### src/rtl/twoline_pkg.sv
package twoline_pkg;

  localparam int NUM_LINES = 2;
  localparam int LINE_A    = 0;
  localparam int LINE_B    = 1;

  typedef enum logic [2:0] {
    PC_NONE,
    PC_START,
    PC_START_CRC,
    PC_OCCUPY,
    PC_RESET,
    PC_FRAME_ERR
  } patClass_t;

  typedef enum logic [1:0] {
    ST_IDLE,
    ST_ARMED,
    ST_DATA
  } detState_t;

  typedef struct packed {
    logic clearCount;
    logic countEn;
  } ctrlStrobes_t;

endpackage

### src/rtl/line_sync.sv
module line_sync #(
  parameter int   STAGES    = 2,
  parameter logic RESET_VAL = 1'b1
) (
  input  logic clk,
  input  logic rstN,
  input  logic din,
  output logic dout
);

  logic [STAGES-1:0] chain;

  always_ff @(posedge clk or negedge rstN) begin
    if (!rstN) chain <= {STAGES{RESET_VAL}};
    else       chain <= {chain[STAGES-2:0], din};
  end

  assign dout = chain[STAGES-1];

endmodule

### src/rtl/pattern_datapath.sv
module pattern_datapath
  import twoline_pkg::*;
#(
  parameter int SYNC_STAGES   = 2,
  parameter int CNT_W         = 4,
  parameter int START_CNT     = 4,
  parameter int START_CRC_CNT = 6,
  parameter int OCCUPY_CNT    = 8,
  parameter int RESET_MIN     = 14
) (
  input  logic         clk,
  input  logic         rstN,
  input  logic         lineA,
  input  logic         lineB,
  input  ctrlStrobes_t strobes,
  output logic         aLevel,
  output logic         bLevel,
  output logic         aRise,
  output patClass_t    patClass
);

  localparam logic [CNT_W-1:0] CNT_MAX   = {CNT_W{1'b1}};
  localparam logic [CNT_W-1:0] K_START   = CNT_W'(START_CNT);
  localparam logic [CNT_W-1:0] K_CRC     = CNT_W'(START_CRC_CNT);
  localparam logic [CNT_W-1:0] K_OCCUPY  = CNT_W'(OCCUPY_CNT);
  localparam logic [CNT_W-1:0] K_RST_MIN = CNT_W'(RESET_MIN);

  logic [NUM_LINES-1:0] rawLines;
  logic [NUM_LINES-1:0] syncLines;
  logic [NUM_LINES-1:0] prevLines;
  logic [CNT_W-1:0]     fallCount;
  logic                 bFall;

  assign rawLines[LINE_A] = lineA;
  assign rawLines[LINE_B] = lineB;

  for (genvar g = 0; g < NUM_LINES; g++) begin : gSync
    line_sync #(
      .STAGES   (SYNC_STAGES),
      .RESET_VAL(1'b1)
    ) uSync (
      .clk (clk),
      .rstN(rstN),
      .din (rawLines[g]),
      .dout(syncLines[g])
    );
  end

  always_ff @(posedge clk or negedge rstN) begin
    if (!rstN) prevLines <= '1;
    else       prevLines <= syncLines;
  end

  assign aLevel = syncLines[LINE_A];
  assign bLevel = syncLines[LINE_B];
  assign aRise  = syncLines[LINE_A] & ~prevLines[LINE_A];
  assign bFall  = ~syncLines[LINE_B] & prevLines[LINE_B];

  // Saturating count of B falling edges while armed.
  always_ff @(posedge clk or negedge rstN) begin
    if (!rstN) begin
      fallCount <= '0;
    end else if (strobes.clearCount) begin
      fallCount <= '0;
    end else if (strobes.countEn && bFall && (fallCount != CNT_MAX)) begin
      fallCount <= fallCount + 1'b1;
    end
  end

  // Classification of the count as seen when A rises.
  always_comb begin
    if (!bLevel)                     patClass = PC_FRAME_ERR;
    else if (fallCount == K_START)   patClass = PC_START;
    else if (fallCount == K_CRC)     patClass = PC_START_CRC;
    else if (fallCount == K_OCCUPY)  patClass = PC_OCCUPY;
    else if (fallCount >= K_RST_MIN) patClass = PC_RESET;
    else                             patClass = PC_FRAME_ERR;
  end

endmodule

### src/rtl/pattern_control.sv
module pattern_control
  import twoline_pkg::*;
(
  input  logic         clk,
  input  logic         rstN,
  input  logic         aLevel,
  input  logic         bLevel,
  input  logic         aRise,
  input  patClass_t    patClass,
  input  logic         dataDone,
  output ctrlStrobes_t strobes,
  output logic         startPulse,
  output logic         startCrcPulse,
  output logic         occupancyPulse,
  output logic         resetPulse,
  output logic         frameErrPulse,
  output logic         dataPhasePulse,
  output logic         busy,
  output logic         dataPhase
);

  detState_t state, stateNext;
  logic      startNext, crcNext, occNext, rstNext, errNext, dpNext;

  always_comb begin
    stateNext          = state;
    strobes.clearCount = 1'b0;
    strobes.countEn    = 1'b0;
    startNext          = 1'b0;
    crcNext            = 1'b0;
    occNext            = 1'b0;
    rstNext            = 1'b0;
    errNext            = 1'b0;
    dpNext             = 1'b0;
    unique case (state)
      ST_IDLE: begin
        strobes.clearCount = 1'b1;
        if (!aLevel && bLevel) stateNext = ST_ARMED;
      end
      ST_ARMED: begin
        strobes.countEn = 1'b1;
        if (aRise) begin
          stateNext = ST_IDLE;
          unique case (patClass)
            PC_START:     begin startNext = 1'b1; dpNext = 1'b1; stateNext = ST_DATA; end
            PC_START_CRC: begin crcNext   = 1'b1; dpNext = 1'b1; stateNext = ST_DATA; end
            PC_OCCUPY:    occNext = 1'b1;
            PC_RESET:     rstNext = 1'b1;
            default:      errNext = 1'b1;
          endcase
        end
      end
      ST_DATA: begin
        strobes.clearCount = 1'b1;
        if (dataDone) stateNext = ST_IDLE;
      end
      default: stateNext = ST_IDLE;
    endcase
  end

  always_ff @(posedge clk or negedge rstN) begin
    if (!rstN) begin
      state          <= ST_IDLE;
      startPulse     <= 1'b0;
      startCrcPulse  <= 1'b0;
      occupancyPulse <= 1'b0;
      resetPulse     <= 1'b0;
      frameErrPulse  <= 1'b0;
      dataPhasePulse <= 1'b0;
    end else begin
      state          <= stateNext;
      startPulse     <= startNext;
      startCrcPulse  <= crcNext;
      occupancyPulse <= occNext;
      resetPulse     <= rstNext;
      frameErrPulse  <= errNext;
      dataPhasePulse <= dpNext;
    end
  end

  assign busy      = (state == ST_ARMED);
  assign dataPhase = (state == ST_DATA);

endmodule

### src/rtl/twoline_pattern_detect.sv
module twoline_pattern_detect
  import twoline_pkg::*;
#(
  parameter int SYNC_STAGES   = 2,
  parameter int CNT_W         = 4,
  parameter int START_CNT     = 4,
  parameter int START_CRC_CNT = 6,
  parameter int OCCUPY_CNT    = 8,
  parameter int RESET_MIN     = 14
) (
  input  logic clk,
  input  logic rstN,
  input  logic lineA,
  input  logic lineB,
  input  logic dataDone,
  output logic startPulse,
  output logic startCrcPulse,
  output logic occupancyPulse,
  output logic resetPulse,
  output logic frameErrPulse,
  output logic dataPhasePulse,
  output logic busy,
  output logic dataPhase
);

  ctrlStrobes_t strobes;
  patClass_t    patClass;
  logic         aLevel, bLevel, aRise;

  pattern_datapath #(
    .SYNC_STAGES  (SYNC_STAGES),
    .CNT_W        (CNT_W),
    .START_CNT    (START_CNT),
    .START_CRC_CNT(START_CRC_CNT),
    .OCCUPY_CNT   (OCCUPY_CNT),
    .RESET_MIN    (RESET_MIN)
  ) uDatapath (
    .clk     (clk),
    .rstN    (rstN),
    .lineA   (lineA),
    .lineB   (lineB),
    .strobes (strobes),
    .aLevel  (aLevel),
    .bLevel  (bLevel),
    .aRise   (aRise),
    .patClass(patClass)
  );

  pattern_control uControl (
    .clk           (clk),
    .rstN          (rstN),
    .aLevel        (aLevel),
    .bLevel        (bLevel),
    .aRise         (aRise),
    .patClass      (patClass),
    .dataDone      (dataDone),
    .strobes       (strobes),
    .startPulse    (startPulse),
    .startCrcPulse (startCrcPulse),
    .occupancyPulse(occupancyPulse),
    .resetPulse    (resetPulse),
    .frameErrPulse (frameErrPulse),
    .dataPhasePulse(dataPhasePulse),
    .busy          (busy),
    .dataPhase     (dataPhase)
  );

endmodule

### config.mk
export PLATFORM = sky130hd
export DESIGN_NAME = twoline_pattern_detect
export DESIGN_NICKNAME = d
export VERILOG_FILES = /design/src/rtl/twoline_pkg.sv /design/src/rtl/line_sync.sv /design/src/rtl/pattern_datapath.sv /design/src/rtl/pattern_control.sv /design/src/rtl/twoline_pattern_detect.sv
export SDC_FILE = /design/constraint.sdc
export NUM_CORES = 1
export LEC_CHECK = 0
export ABC_AREA = 0
export CAP_MARGIN = 20
export CORE_ASPECT_RATIO = 1.5
export CORE_MARGIN = 5
export CORE_UTILIZATION = 30
export DETAILED_ROUTE_END_ITERATION = 16
export PLACE_DENSITY = 0.5
export SYNTH_ARGS = -nofsm -noshare
export SYNTH_HDL_FRONTEND = slang
export SYNTH_HIERARCHICAL = 1
export SYNTH_SLANG_ARGS = --single-unit
### constraint.sdc
create_clock -name clk -period 1.83 [get_ports clk]
set_clock_uncertainty 0.2 [all_clocks]
set_input_delay 0.2745 -clock clk [delete_from_list [all_inputs] [get_ports clk]]
set_output_delay 0.2745 -clock clk [all_outputs]
set_load 0.01 [all_outputs]
==> summary.md <==
| Metric | Value |
|---|---|
| CTS tree | `built` |
| Placed Area | `1076 um^2` |
| Global-route wire length before repair | `2904 um` |
| Via count | `620` |
| Core Area | `2853 um^2` |
| Cell family with most CP delay | `compound AO/OA/AOI/OAI gates` |
| # diodes | `0` |
| Vias in the first global route | `641` |
| Critical Path AT | `1.70 ns` |
| Crit start category | `flop` |
| CP Class | `flop to flop` |
| # rows | `24` |
| Post-synthesis mux area share | `2.878%` |
| Register area share after synthesis | `52.66%` |
| Max cap viols | `0` |
| Dpl ws | `0.06379 ns` |
| Area delta synth->final | `37.70%` |
| Die W | `53.96 um` |
| I/O Buffers | `12` |
| Critical Path RT | `1.77 ns` |
| Share of layout cells above drive strength 1 | `32.35%` |
| Dpl hpwl | `1184 um` |
| Fmax | `568.5 MHz` |
| Final nets | `111` |
| Initial core utilization | `30.48%` |
| CP dominant cell by count | `o21ai_0` |
| Avg Cell Area, Syn | `11.29 um^2` |
| DRT iter0 DRCs | `14` |
| Tot GR Track Use | `9.638%` |
| Initial antenna violation count | `0` |
| Post-synthesis cell count | `77` |
| Worst-Margin Slew | `0.3273 ns` |
| Slew Viols, Final | `0` |
| Via density | `4.397` |
| # clock sinks | `18` |
| Final RePlAce weighted congestion | `0.7115` |
| Design Area, Final | `1197 um^2` |
| Worst min path class | `input pin to async pin` |
| CP bufs+invs | `3` |
| Final core occ | `41.97%` |
| Final setup fails | `0` |
| Final WS setup | `0.07109 ns` |
| Power Density | `735.9 nW/um^2` |
| Status | `complete, no violations` |
| Crit share post-route | `96.12%` |
| Htree depth | `1` |
| Gr ovfl total | `0` |
| Synth Area in Simple Gates | `22.30%` |
| CTS Buf Count | `3` |
| DRC violations left | `0` |
| Largest net degree at the start of global routing | `19` |
| Slowest CP cell | `dfrtp_1` |
| Rel. slew slack | `77.90%` |
| Root Buffer | `clkbuf_8` |
| Die height | `75.94 um` |
| Tightest hold margin | `0.1510 ns` |
| Wirelength per Cell | `11.98 um` |
| Pre-Repair DR Iteration Count | `4` |
| Slowest cell delay on critical path | `0.41 ns` |
| Final hold vios | `0` |
| Post-Syn Nets | `85` |
| Critical Path Stages | `8` |
| Reg2reg path depth | `8` |
| Syn. warnings | `6` |
| Cells along the critical path | `inv_2 > ha_4 > inv_1 > o21ai_0 > a21o_1 > buf_4 > o21ai_0 > a21oi_2` |
| DRT antenna net count | `0` |
| Final WL | `1689 um` |
| CP endpoint kind | `flop` |
| Largest family of logic cells by synthesized area | `simple AND/OR/NAND/NOR gates` |
| Deepest clock path buffer count | `2` |
| CP max FO | `4` |
| Seq cells post-synth | `18` |
| Fill count | `273` |
| Maximum VDD drop | `0.4189 mV` |
| Netlist Area Pre-Place | `869.6 um^2` |
| Full die area | `4098 um^2` |
| Synth Area in Adders | `4.317%` |
| IO Count | `13` |
| Synth unique cells | `31` |
| Min Tclk post-route | `1.759 ns` |
| Static leakage | `0.5252 nW` |
| Worst-path clk slew | `0.07 ns` |
| XOR/XNOR Fraction of Synth Area | `2.014%` |
| Synth Area in Compound Gates | `10.22%` |
| Clk_lat worst skew | `0.25 ns` |
## metrics by stage
stage	setup TNS, ns	total power [mW]	instances
6_report	0	0.8812	141
3_3_place_gp	0	0.5426	133
2_1_floorplan	0	0.4913	77
4_1_cts	0	0.8847	139
5_1_grt	-0.03592	0.9224	141
3_5_place_dp	0	0.5456	133
## metal layers
layer	up-vias	routed length, um	GRT usage [%]	part of all wire [%]
met4	0	21	6.905	1.2
met5	-	0	0	0
li1	308	-	-	-
met2	10	910	14.56	54
met1	300	705	11.58	42
met3	2	51	1.961	3.0
## placed cells by master, fill, tap and decap left out, types with 2 or more instances in the layout
cell             netlist  layout
buf_4                  3      12
clkbuf_8               0       4
clkdlybuf4s50_1        0      10
dfrtp_1               12      12
dfstp_2                6       6
dlygate4sd2_1          0       2
ha_1                   3       2
inv_1                  6       4
inv_2                  1       3
nand2_1                3       3
nand2b_1               3       3
nand3b_1               3       3
nor2_1                 5       5
nor2b_1                5       5
nor3_1                 3       2
o21ai_0                2       2
o21ai_1                3       3
xnor2_1                2       2
## Yosys cell counts
| library cell | n | area, um^2 |
|---|---|---|
| a211oi_1 | 1 | 7.510 |
| a21o_1 | 1 | 7.510 |
| a21oi_1 | 2 | 10.01 |
| a31oi_4 | 1 | 21.27 |
| and2_1 | 1 | 6.260 |
| and4b_1 | 1 | 10.01 |
| buf_4 | 3 | 22.52 |
| dfrtp_1 | 12 | 300.3 |
| dfstp_2 | 6 | 157.7 |
| ha_1 | 3 | 37.54 |
| inv_1 | 6 | 22.52 |
| inv_2 | 1 | 3.750 |
| mux2_4 | 1 | 15.01 |
| mux2i_1 | 1 | 10.01 |
| nand2_1 | 3 | 11.26 |
| nand2b_1 | 3 | 18.77 |
| nand3_1 | 1 | 5.000 |
| nand3b_1 | 3 | 22.52 |
| nand3b_4 | 1 | 20.02 |
| nand4bb_1 | 1 | 11.26 |
| nor2_1 | 5 | 18.77 |
| nor2b_1 | 5 | 31.28 |
| nor3_1 | 3 | 15.01 |
| nor4b_1 | 1 | 8.760 |
| o21ai_0 | 2 | 10.01 |
| o21ai_1 | 3 | 15.01 |
| o2bb2ai_1 | 1 | 8.760 |
| o41ai_1 | 1 | 8.760 |
| or3_1 | 1 | 6.260 |
| or3b_1 | 1 | 8.760 |
| xnor2_1 | 2 | 17.52 |
## sequential cells by signal, indices dropped and copies added, names as in the netlist
register,flops
uControl/dataPhasePulse,1
uDatapath/gSync.uSync/chain,4
uControl/frameErrPulse,1
uControl/startCrcPulse,1
uControl/startPulse,1
uControl/resetPulse,1
uDatapath/prevLines,2
uDatapath/fallCount,4
uControl/state,2
uControl/occupancyPulse,1
## worst paths after layout
| check | startpoint | endpoint | slack (ns) |
|---|---|---|---|
| worst max-delay path | uDatapath/fallCount[1]$_DFFE_PN0P_ | uControl/frameErrPulse$_DFF_PN0_ | 0.07 |
| worst min-delay path | rstN | uDatapath/fallCount[2]$_DFFE_PN0P_ | 0.15 |
| worst max register to register | uDatapath/fallCount[1]$_DFFE_PN0P_ | uControl/frameErrPulse$_DFF_PN0_ | 0.07 |
| worst min register to register | uDatapath/gSync[1].uSync/chain[0]$_DFF_PN1_ | uDatapath/gSync[1].uSync/chain[1]$_DFF_PN1_ | 0.16 |
| max in group asynchronous | rstN | uDatapath/prevLines[0]$_DFF_PN1_ | 1.02 |
| min in group clk | uDatapath/gSync[1].uSync/chain[0]$_DFF_PN1_ | uDatapath/gSync[1].uSync/chain[1]$_DFF_PN1_ | 0.16 |
## worst reg2reg max path, delay by kind of cell (launching register included)
family / cells / cell delay [ns]
AOI/OAI and AO/OA: 4 / 0.59
buffers and inverters: 3 / 0.28
DFF: 1 / 0.41
adders and majority gates: 1 / 0.16
## cell type report
class	instances	area, um^2	share of cell area (%)
Clock buffer	4	55.05	4.598
Inverter	7	26.28	2.194
Multi-Input combinational cell	49	401.6	33.54
Sequential cell	18	457.9	38.24
Tap cell	39	48.80	4.075
Timing Repair Buffer	24	207.7	17.35
## cell families after synthesis
kind of cell / Yosys count
simple gates: 30
compound gates: 12
xor+xnor: 2
mux: 2
buf+inv: 10
flops: 18
fa+ha+maj: 3
## report_power, final
part           total (mW)  switching [mW]  internal (mW)  leakage, nW
Combinational       0.123          0.0575         0.0659        0.268
Clock               0.328           0.136          0.191       0.0288
Sequential          0.430          0.0120          0.418        0.228
## what timing repair did
| action | 4_1_cts | 5_1_grt |
|---|---|---|
| setup buffers | 2 | 2 |
| resized for setup | 2 | 9 |
| setup endpoints to repair | 2 | 6 |
| hold buffers | 0 | 0 |
| gates cloned | 0 | 0 |
| pin swaps | 0 | 2 |
(Power assumes the default switching activity.)
